<file path="src/rtl/mc16_pkg.sv">
package mc16_pkg;

    localparam int XLEN = 16;
    localparam int NREG = 8;
    localparam int RIDX = $clog2(NREG);

    typedef logic [XLEN-1:0] word_t;
    typedef logic [RIDX-1:0] ridx_t;

    typedef enum logic [3:0] {
        OPC_BR  = 4'b0000,
        OPC_ADD = 4'b0001,
        OPC_AND = 4'b0101,
        OPC_LDR = 4'b0110,
        OPC_STR = 4'b0111,
        OPC_NOT = 4'b1001,
        OPC_JMP = 4'b1100
    } opc_e;

    typedef enum logic [3:0] {
        PH_F0, PH_F1, PH_F2, PH_F3, PH_D,
        PH_EA, PH_OP1, PH_OP2, PH_EX, PH_S1, PH_S2
    } phase_e;

    typedef enum logic [1:0] {
        ALU_ADD, ALU_AND, ALU_NOT, ALU_PASS
    } alu_op_e;

    typedef struct packed {
        ridx_t   dr;
        ridx_t   sr1;
        ridx_t   sr2;
        word_t   off6;
        word_t   off9;
        logic [2:0] cmask;
        logic    is_alu;
        logic    is_ldr;
        logic    is_str;
        logic    is_br;
        logic    is_jmp;
        alu_op_e aop;
    } dec_t;

    function automatic word_t sext6(input logic [5:0] f);
        return {{(XLEN-6){f[5]}}, f};
    endfunction

    function automatic word_t sext9(input logic [8:0] f);
        return {{(XLEN-9){f[8]}}, f};
    endfunction

    // flags ordered {N, Z, P}
    function automatic logic [2:0] sign_flags(input word_t w);
        if (w[XLEN-1])   return 3'b100;
        else if (w == '0) return 3'b010;
        else              return 3'b001;
    endfunction

endpackage

</file>
<file path="src/rtl/mc16_decode.sv">
module mc16_decode
    import mc16_pkg::*;
(
    input  word_t        ir,
    output logic [15:0]  op_hot,
    output dec_t         dec
);
    always_comb begin
        op_hot = 16'b1 << ir[15:12];
        dec.dr     = ir[11:9];
        dec.sr1    = ir[8:6];
        dec.sr2    = ir[2:0];
        dec.off6   = sext6(ir[5:0]);
        dec.off9   = sext9(ir[8:0]);
        dec.cmask  = ir[11:9];
        dec.is_alu = op_hot[OPC_ADD] | op_hot[OPC_AND] | op_hot[OPC_NOT];
        dec.is_ldr = op_hot[OPC_LDR];
        dec.is_str = op_hot[OPC_STR];
        dec.is_br  = op_hot[OPC_BR];
        dec.is_jmp = op_hot[OPC_JMP];
        if (op_hot[OPC_ADD])      dec.aop = ALU_ADD;
        else if (op_hot[OPC_AND]) dec.aop = ALU_AND;
        else if (op_hot[OPC_NOT]) dec.aop = ALU_NOT;
        else                      dec.aop = ALU_PASS;
    end
endmodule

</file>
<file path="src/rtl/mc16_regfile.sv">
module mc16_regfile
    import mc16_pkg::*;
#(
    parameter int N = NREG,
    parameter int W = XLEN,
    localparam int AW = $clog2(N)
) (
    input  logic          clk,
    input  logic          rst,
    input  logic          we,
    input  logic [AW-1:0] waddr,
    input  logic [W-1:0]  wdata,
    input  logic [AW-1:0] raddr_a,
    output logic [W-1:0]  rdata_a,
    input  logic [AW-1:0] raddr_b,
    output logic [W-1:0]  rdata_b
);
    logic [W-1:0] regs [N];

    for (genvar g = 0; g < N; g++) begin : g_reg
        always_ff @(posedge clk) begin
            if (rst)
                regs[g] <= '0;
            else if (we && waddr == AW'(g))
                regs[g] <= wdata;
        end
    end

    assign rdata_a = regs[raddr_a];
    assign rdata_b = regs[raddr_b];
endmodule

</file>
<file path="src/rtl/mc16_alu.sv">
module mc16_alu
    import mc16_pkg::*;
(
    input  alu_op_e op,
    input  word_t   a,
    input  word_t   b,
    output word_t   y
);
    always_comb begin
        unique case (op)
            ALU_ADD:  y = a + b;
            ALU_AND:  y = a & b;
            ALU_NOT:  y = ~a;
            default:  y = a;
        endcase
    end
endmodule

</file>
<file path="src/rtl/mc16_seq.sv">
module mc16_seq
    import mc16_pkg::*;
(
    input  logic   clk,
    input  logic   rst,
    input  dec_t   dec,
    output phase_e phase
);
    phase_e nxt;

    always_comb begin
        nxt = PH_F0;
        unique case (phase)
            PH_F0: nxt = PH_F1;
            PH_F1: nxt = PH_F2;
            PH_F2: nxt = PH_F3;
            PH_F3: nxt = PH_D;
            PH_D: begin
                if (dec.is_alu)                              nxt = PH_OP1;
                else if (dec.is_ldr | dec.is_str | dec.is_br) nxt = PH_EA;
                else if (dec.is_jmp)                         nxt = PH_S1;
                else                                         nxt = PH_F0;
            end
            PH_EA:  nxt = dec.is_ldr ? PH_OP1 : PH_S1;
            PH_OP1: nxt = dec.is_ldr ? PH_OP2 : PH_EX;
            PH_OP2: nxt = PH_S1;
            PH_EX:  nxt = PH_S1;
            PH_S1:  nxt = dec.is_str ? PH_S2 : PH_F0;
            PH_S2:  nxt = PH_F0;
            default: nxt = PH_F0;
        endcase
    end

    always_ff @(posedge clk) begin
        if (rst) phase <= PH_F0;
        else     phase <= nxt;
    end
endmodule

</file>
<file path="src/rtl/mc16_core.sv">
module mc16_core
    import mc16_pkg::*;
(
    input  logic        clk,
    input  logic        rst,
    output logic [15:0] mem_addr,
    output logic        mem_rd,
    output logic        mem_wr,
    output logic [15:0] mem_wdata,
    input  logic [15:0] mem_rdata
);
    word_t       pc, ir, mar, mdr, opa, opb, res, tgt;
    logic [2:0]  cc;
    phase_e      phase;
    dec_t        dec;
    logic [15:0] op_hot;
    word_t       rd_a, rd_b, alu_y, wb_data;
    ridx_t       rb_sel;
    logic        rf_we, br_take;

    mc16_decode u_dec (.ir(ir), .op_hot(op_hot), .dec(dec));

    mc16_seq u_seq (.clk(clk), .rst(rst), .dec(dec), .phase(phase));

    assign rb_sel = dec.is_str ? dec.dr : dec.sr2;
    assign rf_we  = (phase == PH_S1) && (dec.is_alu || dec.is_ldr);
    assign wb_data = dec.is_ldr ? mdr : res;

    mc16_regfile #(.N(NREG), .W(XLEN)) u_rf (
        .clk(clk), .rst(rst),
        .we(rf_we), .waddr(dec.dr), .wdata(wb_data),
        .raddr_a(dec.sr1), .rdata_a(rd_a),
        .raddr_b(rb_sel),  .rdata_b(rd_b)
    );

    mc16_alu u_alu (.op(dec.aop), .a(opa), .b(opb), .y(alu_y));

    assign br_take = |(dec.cmask & cc);

    always_ff @(posedge clk) begin
        if (rst) begin
            pc  <= '0;
            ir  <= '0;
            mar <= '0;
            mdr <= '0;
            opa <= '0;
            opb <= '0;
            res <= '0;
            tgt <= '0;
            cc  <= 3'b010;
        end else begin
            unique case (phase)
                PH_F0: mar <= pc;
                PH_F2: mdr <= mem_rdata;
                PH_F3: begin
                    ir <= mdr;
                    pc <= pc + word_t'(1);
                end
                PH_EA: begin
                    if (dec.is_br) tgt <= pc + dec.off9;
                    else           mar <= rd_a + dec.off6;
                end
                PH_OP1: begin
                    opa <= rd_a;
                    opb <= rd_b;
                end
                PH_OP2: mdr <= mem_rdata;
                PH_EX:  res <= alu_y;
                PH_S1: begin
                    if (rf_we)                  cc  <= sign_flags(wb_data);
                    if (dec.is_str)             mdr <= rd_b;
                    if (dec.is_br && br_take)   pc  <= tgt;
                    if (dec.is_jmp)             pc  <= rd_a;
                end
                default: ;
            endcase
        end
    end

    assign mem_addr  = mar;
    assign mem_wdata = mdr;
    assign mem_rd    = (phase == PH_F1) || (phase == PH_OP1 && dec.is_ldr);
    assign mem_wr    = (phase == PH_S2);
endmodule

</file>
<file path="config.mk">
export PLATFORM = sky130hd
export DESIGN_NAME = mc16_core
export DESIGN_NICKNAME = d
export VERILOG_FILES = /design/src/rtl/mc16_pkg.sv /design/src/rtl/mc16_decode.sv /design/src/rtl/mc16_regfile.sv /design/src/rtl/mc16_alu.sv /design/src/rtl/mc16_seq.sv /design/src/rtl/mc16_core.sv
export SDC_FILE = /design/constraint.sdc
export NUM_CORES = 1
export LEC_CHECK = 0
export ABC_AREA = 1
export BUFFER_PORTS_ARGS = -buffer_cell sky130_fd_sc_hd__buf_2
export CORE_MARGIN = 1.5
export CORE_UTILIZATION = 50
export CTS_CLUSTER_DIAMETER = 120
export CTS_CLUSTER_SIZE = 24
export DETAILED_ROUTE_END_ITERATION = 16
export GPL_ROUTABILITY_DRIVEN = 0
export PLACE_DENSITY = 0.78
export SETUP_SLACK_MARGIN = 0.15
export SLEW_MARGIN = 20
export SYNTH_ARGS = -nofsm -noshare
export SYNTH_HDL_FRONTEND = slang
export SYNTH_SLANG_ARGS = --single-unit
</file>
<file path="constraint.sdc">
create_clock -name clk -period 4.1 [get_ports clk]
set_clock_uncertainty 0.1 [all_clocks]
set_input_delay 0.41 -clock clk [delete_from_list [all_inputs] [get_ports clk]]
set_output_delay 0.41 -clock clk [all_outputs]
set_load 0.1 [all_outputs]
</file>
## Word level (Yosys, flattened, before mapping)

Memory sizes are Yosys's and may differ from the RTL's. A register that Yosys moved wholly into a read port is not among the register bits.
Index checks and enable logic that the tools add are counted.

| operators by class | value |
|---|---|
| bitwise operators | 15 |
| shift operators | 1 |
| muxes and demuxes | 58 |
| magnitude comparators | 0 |
| div/mod/pow operators | 0 |
| multipliers | 0 |
| $add $sub $neg | 4 |
| equality and inequality tests | 22 |
| reductions and logical operators | 28 |

Operators with widths:

| operator | number |
|---|---|
| 2-to-1 mux 16 bit | 13 |
| one-hot mux 16 bit (2 select lines) | 3 |
| adder 16 bit | 3 |
| one-hot mux 16 bit (3 select lines) | 1 |
| one-hot mux 4 bit (9 select lines) | 1 |
| 2-to-1 mux 1 bit | 27 |
| 2-to-1 mux 4 bit | 6 |
| adder 16 x 1 -> 16 bit, second input constant | 1 |
| bitwise AND 16 bit | 1 |
| == test 4 x 3 -> 1 bit, second input constant | 4 |
| logical NOT 16 bit | 1 |
| NOT 16 bit | 1 |
| left shift 1 x 4 -> 13 bit, first input constant | 1 |
| == test 3 bit, second input constant | 4 |
| == test 4 bit, second input constant | 3 |
| 2-to-1 mux 3 bit | 4 |
| OR 1 bit | 12 |
| logical AND 1 bit | 11 |
| AND reduction 2 bit | 5 |
| == test 4 x 2 -> 1 bit, second input constant | 2 |
| == test 3 x 2 -> 1 bit, second input constant | 2 |
| 2-to-1 mux 2 bit | 3 |
| nonzero test 2 bit | 3 |
| == test 4 x 1 -> 1 bit, second input constant | 1 |
| other kinds (12) | 15 |

| word-level totals | value |
|---|---|
| memories kept | 1 |
| bits of input ports | 18 |
| logic and storage cells | 139 |
| output and inout port bits | 34 |
| latch bits | 0 |
| memory bits (writable) | 128 |
| ROM bits | 0 |
| register bits | 135 |

Memories:

| memory | words | bits a word | read ports | clocked after memory_dff | wr ports | line | source |
|---|---|---|---|---|---|---|---|
| u_rf.regs | 8 | 16 | 2 | 1 | 8 | mc16_regfile.sv:18 | `logic [W-1:0] regs [N];` |

## Logic depth before layout (Yosys ltp)

Gate-level depths: netlist of run 1.

| depth | value |
|---|---|
| depth after elaboration | 10 |
| mapped depth | 22 |
| gate-level depth less buffers | 20 |

## Cells and area by module

From an unflattened synthesis of run 1, not the netlist that was laid out.

| unflattened totals | value |
|---|---|
| cells, all modules | 2599 |
| area total of the unflattened synthesis | 17513.0 µm² |

By module, submodules not included:

| module | times used | seq. area each (µm²) | cells each | area an instance (µm²) |
|---|---|---|---|---|
| mc16_regfile | 1 | 3843.7 | 1040 | 7686.1 |
| mc16_core | 1 | 2622.5 | 1150 | 7552.2 |
| mc16_alu | 1 | 0.0 | 269 | 1432.6 |
| mc16_decode | 1 | 0.0 | 80 | 504.2 |
| mc16_seq | 1 | 80.1 | 60 | 337.8 |

## Least setup slack after synthesis of run 1

No wires, ideal clock.

| timing | value |
|---|---|
| kind | reg2out |
| start | register u_seq.phase[0] |
| end | output port mem_rd |
| buffers on the path | 0 |
| arrival | 2.683 ns |
| setup slack | 0.907 ns |
| stages on the path, launching flop included | 5 |
| required time | 3.590 ns |
| cells stage by stage | dfxtp_1 inv_1 nor2_2 inv_1 o21ai_0 |

| on the way | value |
|---|---|
| cells in the longest elaborated chain, start to end | 3 |
| elaborated cells between the ends (all ways) | 4 |
| those cells by class | eq/ne: 2; reduce/logical: 2 |

RTL lines:

| what | line | source |
|---|---|---|
| start: declaration | mc16_seq.sv:7 | `output phase_e phase` |
| start signal: assignment | mc16_seq.sv:36 | `else phase <= nxt;` |
| == test 4 x 3 -> 1 bit | mc16_core.sv:82 | `assign mem_rd = (phase == PH_F1) \|\| (phase == PH_OP1 && dec.is_ldr);` |
| logical AND 1 bit | mc16_core.sv:82 |  |
| logical OR 1 bit * | mc16_core.sv:82 |  |
| end: declaration | mc16_core.sv:7 | `output logic mem_rd,` |

Every way passes the cells marked *; elsewhere a longest branch is shown, timed or not.

==> metrics.csv, run 1 <==
metric,value,unit
Max IR drop VDD,0.000444,V
number of global-route vias before repair,14530,
clock latency on the worst-skew pair,0.52,ns
switching fraction of total power,34.6,%
Power Total,6.01,mW
setup bufs post-CTS,0,
I/O pin count,52,
"Period Utilization, post-route",89.5,%
Tmin final,3.67,ns
Post-Syn Area,0.0159,sq mm
share of cells above drive strength 1,8.19,%
crit end category,flip-flop,
Starting Density,50.6,%
final non-filler cell area,0.0170,sq mm
yosys warns,0,
num rows,65,
Max Freq,0.273,GHz
register share of total power,50.0,%
r2r endpoint,mem_addr[15],
GRT Overall Usage,30.6,%
Fin Hold WS,0.0702,ns
Slew HR,25.6,%
Chip Height,181,microns
largest net degree at the start of global routing,73,
final net count,2259,
Simple-Gate Fraction of Synth Area,24.0,%
worst min path class,in2reg,
Sink Count,266,
XOR/XNOR Fraction of Synth Area,0.772,%
setup TNS,0,ns
Worst R2R Path Depth,18,
root buf cell,clkbuf_16,
hold endpoint,mem_wdata[1],
DP HPWL,36600,microns
routed via count,15756,
measured slew at the worst slew-check pin,1.11,ns
Adder-Cell Fraction of Synth Area,4.08,%
mean area per synthesized cell,7.28,sq um
initial antenna violation count,0,
WS Path Type,reg2reg,
final hold vios,0,
PortBufs,51,
hold_buf cts,0,
Post-synth EDFFs,128,
pwr/cell area,354,mW/mm^2
register bit total from synthesis,266,
Core ar.,0.0314,sq mm
syn nets,2249,
CP arrival,3.93,ns
Final Slew Violations,0,
cts bufs inserted,15,
final setup violation count,0,
final worst slack,0.431,ns
critical-path maximum fanout,43,
"Seq/Total Area, Yosys",41.6,%
DP Worst Slack,0.696,ns
Synth async-reset ratio,0,%
Die Span X,181,microns
CP peak stage delay,0.52,ns
Routed Antenna Nets,0,
Clock Path Buffers,3,
largest family of logic cells by synthesized area,simple AND/OR/NAND/NOR gates,
predominant post-synthesis flop cell,dfxtp_1,
kind of start point of the critical path,flip-flop,
"Critical Path, Cell by Cell",buf_4 > buf_4 > a21oi_1 > o21ai_0 > nand2_1 > o21ai_0 > inv_1 > ha_1 > nand2_1 > inv_1 > nand2_1 > nand2_1 > a21oi_1 > nand2_1 > nand3_1 > nand2_1 > o21ai_0 > a21oi_1,
htree depth,1,
Critical Path RT,4.36,ns
Starting DRT DRC Count,2420,
Overflow after GRT,0,
hold path startpoint,mem_rdata[1],
DRC,0,
Logic pwr share,22.8,%
CTS tree,yes,
internal power,3.93,mW
"Reg clk slew, reported paths",0.10,ns
mux cell area share after synthesis,0,%
Synth Area in Compound Gates,20.8,%
Clk network pwr share,27.1,%
P_sw,2.08,mW
Post-Route WL,51200,microns
"non-filler cells, final",2601,
first-pass GRT wire length,79400,microns
FF-to-FF setup slack,0.43,ns
post-synth cell types,50,
post-DR vias/cell,6.06,
WHS Path Cells,3,
status,finished clean,
Routed WL per cell,19.7,microns
most frequent CP cell,nand2_1,
Post-Place Cells,2576,
Post-Syn Instances,2181,
post-CTS sizing,0,
post-layout util,54.1,%
filler cell count,2959,
Placement Cell Area,0.0166,sq mm
Static Leakage,7.10,nW
RSZ-0062 raised after global routing,no,
area grow syn2layout,7.02,%
die area,0.0328,sq mm
Pre-antenna DRT Iters,6,
CP max-delay cell,o21ai_0,
Max Cap Viol,0,
ANT cells,0,
final cells by class:
type / instances / area [sq um] / share of cell area (%)
tap: 402 / 503 / 2.96
inverter: 246 / 923 / 5.43
multi-input combinational: 1565 / 7910 / 46.6
sequential: 266 / 6610 / 38.9
clock inverter: 4 / 36.3 / 0.214
timing repair buffer: 97 / 613 / 3.61
clock buffer: 21 / 398 / 2.34
worst max path at each step:
stage / from / to / slack, ns / cells after the start
2_1_floorplan: u_seq.phase[0] / mem_rd / 0.91 / 4
3_3_place_gp: flip-flop / mem_addr[15] / 0.76 / 18
3_5_place_dp: flip-flop / mem_addr[15] / 0.70 / 18
4_1_cts: flip-flop / mem_addr[15] / 0.66 / 18
5_1_grt: flip-flop / mem_addr[12] / 0.30 / 15
6_report: flip-flop / mem_addr[15] / 0.43 / 18
registers in the layout (all words and copies together) (netlist names), named ones only:
register	cells
u_rf.regs	128
ir	16
mem_addr	16
mem_wdata	16
opa	16
opb	16
pc	16
res	16
tgt	16
u_seq.phase	4
cc	3
worst max-delay path, delay by kind of cell, from the launching register on:
kind / cells / cell delay [ns]
buffers and inverters: 4 / 1.02
flip-flops: 1 / 0.34
AND/OR/NAND/NOR: 7 / 0.57
AO/OA/AOI/OAI: 6 / 1.10
adder cells (fa/ha/maj): 1 / 0.38
power groups by stage:
stage / combinational, mW / sequential [mW] / clock (mW)
floorplan: 0.699 / 3.30 / 0
global placement: 1.31 / 3.06 / 0
detailed placement: 1.33 / 3.06 / 0
CTS: 1.33 / 3.00 / 1.64
global route: 1.46 / 3.02 / 1.74
finish: 1.37 / 3.01 / 1.63
layout by cell type, fill, tap and decap left out, drive strengths merged:
master    instances
a211oi            4
a21boi            1
a21o              8
a21oi           236
a221oi            9
a22oi             2
a31oi            15
a41oi             2
and2              4
buf              97
clkbuf           21
clkinv            2
clkinvlp          1
dfxtp           138
edfxtp          128
fa                3
ha               47
inv             247
nand2           459
nand3           136
nand3b           10
nand4            12
nor2            271
nor3             14
o2111ai           2
o211ai           53
o21ai           240
o21bai            4
o22ai             9
o31ai             1
or2               9
xnor2             5
xor2              9
metal layers:
layer | part of all wire, % | global-route usage (%) | vias up | wire, microns
met4 | 6.0 | 17.2 | 0 | 3090
met1 | 38 | 39.4 | 7274 | 19600
met3 | 9.9 | 4.25 | 184 | 5090
li1 | - | - | 7348 | -
met5 | 0 | 0 | - | 0
met2 | 46 | 49.7 | 950 | 23400
logic make-up after synthesis:
family,after synthesis
fa+ha+maj,50
flops,266
simple gates,915
xor+xnor,14
buf+inv,350
compound gates,586
cell usage after synthesis, types with 3 or more instances:
cell type / number / area [sq um]
clkbuf_1: 68 / 255
edfxtp_1: 128 / 3840
clkinv_1: 3 / 11.3
a211oi_1: 4 / 30.0
a221oi_1: 9 / 78.8
nand3_1: 131 / 656
o211ai_2: 7 / 87.6
o21ai_0: 219 / 1100
buf_2: 23 / 115
inv_1: 233 / 875
o211ai_1: 46 / 345
o21bai_1: 4 / 30.0
dfxtp_1: 138 / 2760
buf_6: 5 / 56.3
nor2_4: 3 / 33.8
xnor2_1: 5 / 43.8
o21ai_1: 7 / 35.0
nand2_2: 3 / 18.8
xor2_1: 9 / 78.8
a21o_1: 8 / 60.1
inv_2: 10 / 37.5
o21ai_2: 13 / 114
fa_1: 3 / 60.1
a21oi_1: 234 / 1170
nand3_2: 5 / 50.1
or2_2: 8 / 50.1
a31oi_1: 15 / 93.8
nand2_1: 455 / 1710
and2_1: 4 / 25.0
o22ai_1: 8 / 50.1
nand4_1: 11 / 68.8
buf_1: 6 / 22.5
nor2_1: 266 / 998
ha_1: 47 / 588
nor3_1: 14 / 70.1
nand3b_1: 10 / 75.1
Note: power is estimated with default switching activity, not from simulation.
==> run 2, diff against run 1 <==
CORE_MARGIN = 2   (was 1.5)
==> metrics.csv, run 2 (synthesis gave the netlist of run 1 again) <==
metric,value,unit,change
initial antenna violation count,0,,unchanged
cts bufs inserted,15,,unchanged
r2r endpoint,mem_addr[15],,
Chip Height,182,microns,+0.55%
WP buf/inv,3,,-1
met3 wire len,4140,microns,-19%
final setup violation count,0,,unchanged
"Reg clk slew, reported paths",0.10,ns,about the same
largest net degree at the start of global routing,69,,-5.5%
worst min path class,in2reg,,
Slew HR,28.1,%,+2.5 points
measured slew at the worst slew-check pin,1.08,ns,-0.0357 ns
Static Leakage,7.03,nW,-0.97%
ANT cells,0,,unchanged
WS Path Type,reg2reg,,
CP peak stage delay,0.52,ns,about the same
Max Freq,0.277,GHz,+1.6%
Routed Antenna Nets,0,,unchanged
WHS Path Cells,3,,unchanged
CP max-delay cell,o21ai_0,,
PortBufs,51,,unchanged
Fin Hold WS,0.0663,ns,-0.00390 ns
Pre-antenna DRT Iters,6,,unchanged
Post-Route WL,49200,microns,-4.0%
Starting DRT DRC Count,2339,,-3.3%
die area,0.0332,sq mm,+1.1%
final hold vios,0,,unchanged
Routed WL per cell,19.0,microns,-3.4%
post-DR vias/cell,5.99,,-1.1%
Max IR drop VDD,0.000331,V,-26%
routed via count,15489,,-1.7%
share of cells above drive strength 1,7.42,%,-0.76 points
"most common cell after layout, fill and taps aside",nand2_1,,
area grow syn2layout,6.20,%,
final non-filler cell area,0.0169,sq mm,-0.77%
GRT Overall Usage,28.9,%,-1.7 points
Critical Path RT,4.38,ns,+0.02 ns
crit end category,flip-flop,,
status,finished clean,,
final worst slack,0.489,ns,+0.0580 ns
final net count,2243,,-0.71%
critical-path maximum fanout,30,,-30%
first-pass GRT wire length,76700,microns,-3.4%
number of global-route vias before repair,14280,,-1.7%
"Period Utilization, post-route",88.1,%,-1.4 points
Routed met2 length,22800,microns,-2.6%
I/O pin count,52,,unchanged
kind of start point of the critical path,flip-flop,,
Max Cap Viol,0,,unchanged
"non-filler cells, final",2585,,-0.62%
max reg flops,128,,unchanged
met1 wire length,19600,microns,about the same
FF-to-FF setup slack,0.49,ns,+0.06 ns
post-layout util,53.7,%,-0.41 points
DP Worst Slack,0.628,ns,-0.0682 ns
Power Total,5.98,mW,-0.57%
Worst R2R Path Depth,16,,-2
root buf cell,clkbuf_16,,
DP HPWL,36300,microns,-0.74%
clock latency on the worst-skew pair,0.53,ns,about the same
hold_buf cts,0,,unchanged
Sink Count,266,,unchanged
DR top layer,met4,,
"commonest non-fill, non-tap cells in the layout","455 x nand2_1, 265 x nor2_1, 234 x a21oi_1, 233 x inv_1, 218 x o21ai_0",,
Die Span X,182,microns,+0.55%
"Most flops, register",u_rf.regs,,
Post-Place Cells,2560,,-0.62%
pwr/cell area,354,mW/mm^2,+0.19%
hold path startpoint,mem_rdata[0],,
Core ar.,0.0314,sq mm,unchanged
CTS tree,yes,,
Overflow after GRT,0,,unchanged
Placement Cell Area,0.0164,sq mm,-0.79%
Clock Path Buffers,3,,unchanged
RSZ-0062 raised after global routing,no,,
htree depth,1,,unchanged
hold endpoint,mem_wdata[0],,
Final Slew Violations,0,,unchanged
CP arrival,3.89,ns,-0.04 ns
setup TNS,0,ns,unchanged
num rows,65,,unchanged
"Critical Path, Cell by Cell",inv_1 > buf_4 > a21oi_1 > o21ai_0 > nand2_1 > o21ai_0 > inv_1 > ha_1 > a21oi_1 > nand2_1 > a21oi_1 > nand2_1 > nand3_1 > nand2_1 > o21ai_0 > a21oi_1,,
family with the most delay on the worst path,compound AO/OA/AOI/OAI gates,,
DRC,0,,unchanged
Tmin final,3.61,ns,-0.0580 ns
Starting Density,50.6,%,unchanged
## run 2: cell types whose count changed in the layout (fill, tap and decap cells not counted), sizes merged
cell,previous run,this run
clkinvlp,1,0
clkinv,2,4
inv,247,246
buf,97,81
## run 2: routing by layer
layer / up-vias / track usage (%)
li1: 7297 / -
met1: 7147 / 37.7
met2: 880 / 48.4
met3: 165 / 2.59
met4: 0 / 14.1
met5: - / 0
## run 2: report_power, final
part	leakage, nW	switching, mW	internal (mW)
clock network	0.212	0.932	0.704
registers	2.44	0.119	2.89
logic	4.38	1.01	0.322
total	7.03	2.06	3.92
## run 2: worst max path at each step
stage	cells past startpoint	endpoint	slack [ns]
after floorplan	4	mem_rd	0.91
after global placement	18	mem_addr[13]	0.71
after detailed placement	18	mem_addr[15]	0.63
after CTS	18	mem_addr[15]	0.60
after global routing	17	mem_addr[15]	0.23
final	16	mem_addr[15]	0.49
## run 2: worst register-to-register path, cell delays in order, from the launching register on
cell and delay, ns:
dfxtp_2 0.33, inv_1 0.40, buf_4 0.38, a21oi_1 0.10, o21ai_0 0.09, nand2_1 0.06
o21ai_0 0.52, inv_1 0.17, ha_1 0.39, a21oi_1 0.21, nand2_1 0.11, a21oi_1 0.13
nand2_1 0.08, nand3_1 0.07, nand2_1 0.05, o21ai_0 0.17, a21oi_1 0.08
## run 2: area by class of cell
| cell class | instances | area, sq um |
|---|---|---|
| Clock buffer | 21 | 398 |
| Clock inverter | 4 | 38.8 |
| Fill cell | 3001 | 14500 |
| Inverter | 246 | 923 |
| Multi-Input combinational cell | 1565 | 7900 |
| Sequential cell | 266 | 6610 |
| Tap cell | 402 | 503 |
| Timing Repair Buffer | 81 | 493 |
## run 2: what timing repair did
action                                  in CTS  in global routing
endpoints found under the setup margin       0                  1
setup buffers                                0                  0
resized for setup                            0                  1
==> run 3, diff against run 2 <==
==> constraint.sdc (replaced) <==
create_clock -name clk -period 4.1 [get_ports clk]
set_clock_uncertainty 0.1 [all_clocks]
set_input_delay 0.205 -clock clk [delete_from_list [all_inputs] [get_ports clk]]
set_output_delay 0.205 -clock clk [all_outputs]
set_load 0.1 [all_outputs]
==> metrics.csv, run 3 (synthesis gave the netlist of run 1 again) <==
metric,value,unit,change
status,finished clean,,
setup TNS,0,ns,unchanged
Die Span X,182,microns,unchanged
largest net degree at the start of global routing,69,,unchanged
num rows,65,,unchanged
"commonest non-fill, non-tap cells in the layout","455 x nand2_1, 265 x nor2_1, 234 x a21oi_1, 233 x inv_1, 219 x o21ai_0",,
Critical Path RT,4.40,ns,+0.02 ns
"non-filler cells, final",2597,,+0.46%
share of cells above drive strength 1,7.29,%,-0.13 points
Sink Count,266,,unchanged
Final Slew Violations,0,,unchanged
CP max-delay cell,o21ai_0,,
Clock Path Buffers,3,,unchanged
crit end category,flip-flop,,
Starting DRT DRC Count,2133,,-8.8%
worst min path class,in2reg,,
area grow syn2layout,7.08,%,
clock latency on the worst-skew pair,0.52,ns,about the same
WS Path Type,reg2reg,,
I/O pin count,52,,unchanged
measured slew at the worst slew-check pin,1.04,ns,-0.0335 ns
final setup violation count,0,,unchanged
r2r endpoint,mem_addr[15],,
"Most flops, register",u_rf.regs,,
final non-filler cell area,0.0170,sq mm,+0.83%
FF-to-FF setup slack,0.46,ns,-0.03 ns
setup bufs post-CTS,0,,unchanged
CTS tree,yes,,
Worst R2R Path Depth,17,,+1
WHS Path Cells,5,,+2
Tmin final,3.64,ns,+0.0281 ns
Routed Antenna Nets,0,,unchanged
number of global-route vias before repair,14612,,+2.3%
"Critical Path, Cell by Cell",inv_1 > buf_4 > a21oi_1 > o21ai_0 > nand2_1 > o21ai_0 > inv_1 > ha_1 > nand2_1 > inv_1 > nand2_1 > nor3_1 > nand2_1 > nand2_1 > a21oi_1 > o21ai_0 > a21oi_1,,
DP HPWL,36200,microns,-0.26%
"Reg clk slew, reported paths",0.11,ns,about the same
cts bufs inserted,15,,unchanged
htree depth,1,,unchanged
most frequent CP cell,nand2_1,,
Power Total,5.96,mW,-0.26%
hold endpoint,mem_wdata[13],,
max reg flops,128,,unchanged
ANT cells,0,,unchanged
Pre-antenna DRT Iters,6,,unchanged
Static Leakage,7.08,nW,+0.77%
Max Cap Viol,0,,unchanged
RSZ-0062 raised after global routing,no,,
GRT Overall Usage,29.4,%,+0.49 points
Overflow after GRT,0,,unchanged
Placement Cell Area,0.0164,sq mm,unchanged
final net count,2257,,+0.62%
"Period Utilization, post-route",88.8,%,+0.69 points
Max IR drop VDD,0.000309,V,-6.6%
critical-path maximum fanout,30,,unchanged
routed via count,15589,,+0.65%
"most common cell after layout, fill and taps aside",nand2_1,,
Post-Route WL,49400,microns,+0.44%
Chip Height,182,microns,unchanged
WP buf/inv,4,,+1
root buf cell,clkbuf_16,,
Routed WL per cell,19.0,microns,about the same
family with the most delay on the worst path,buffers and inverters,,
Slew HR,30.3,%,+2.2 points
PortBufs,51,,unchanged
final hold vios,0,,unchanged
hold path startpoint,mem_rdata[13],,
first-pass GRT wire length,78000,microns,+1.7%
post-layout util,54.2,%,+0.45 points
post-DR vias/cell,6.00,,+0.18%
Starting Density,50.6,%,unchanged
CP peak stage delay,0.55,ns,+0.03 ns
pwr/cell area,350,mW/mm^2,-1.1%
kind of start point of the critical path,flip-flop,,
DRC,0,,unchanged
CP arrival,3.94,ns,+0.05 ns
initial antenna violation count,0,,unchanged
Max Freq,0.275,GHz,-0.77%
Post-Place Cells,2560,,unchanged
Core ar.,0.0314,sq mm,unchanged
die area,0.0332,sq mm,unchanged
-- run 3: through the flow --
step	setup WS, ns	hold slack [ns]
after floorplan	1.11	0.299
after global placement	0.714	0.343
after detailed placement	0.649	0.346
after CTS	0.647	0.0336
after global routing	0.155	0.0460
final	0.461	0.0381
-- run 3: worst min-delay path: stages --
cell,delay (ns)
buf_2,0.14
nor2_1,0.10
nor2_1,0.05
nand2_1,0.06
a21oi_1,0.05
-- run 3: worst max-delay path by stage --
stage	slack [ns]	end	startpoint	cells after the start
2_1_floorplan	1.11	mem_rd	u_seq.phase[0]	4
3_3_place_gp	0.71	mem_addr[13]	flip-flop	18
3_5_place_dp	0.65	mem_addr[15]	flip-flop	18
4_1_cts	0.65	mem_addr[15]	flip-flop	18
5_1_grt	0.16	mem_addr[15]	flip-flop	17
6_report	0.46	mem_addr[15]	flip-flop	17
-- run 3: layer usage --
| metal | vias to the layer above | wire [microns] | global-route usage (%) |
|---|---|---|---|
| li1 | 7329 | - | - |
| met1 | 7187 | 19500 | 37.5 |
| met2 | 899 | 23100 | 49.4 |
| met3 | 174 | 4310 | 4.05 |
| met4 | 0 | 2440 | 13.8 |
| met5 | - | 0 | 0 |
-- run 3: layout make-up --
cell class | count | area (sq um)
Tap cell | 402 | 503
Timing Repair Buffer | 95 | 633
Fill cell | 2959 | 14400
Multi-Input combinational cell | 1565 | 7900
Clock inverter | 2 | 38.8
Inverter | 246 | 923
Sequential cell | 266 | 6610
Clock buffer | 21 | 398
-- run 3: what timing repair did --
| action | CTS | global route |
|---|---|---|
| endpoints found under the hold margin | 14 | 0 |
| hold buffers | 14 | 0 |
| endpoints found under the setup margin | 0 | 0 |
| resized for setup | 0 | 0 |
-- run 3: where the power goes --
group / internal, mW / switching, mW
combinational: 0.330 / 1.01
sequential: 2.89 / 0.119
clock: 0.703 / 0.907
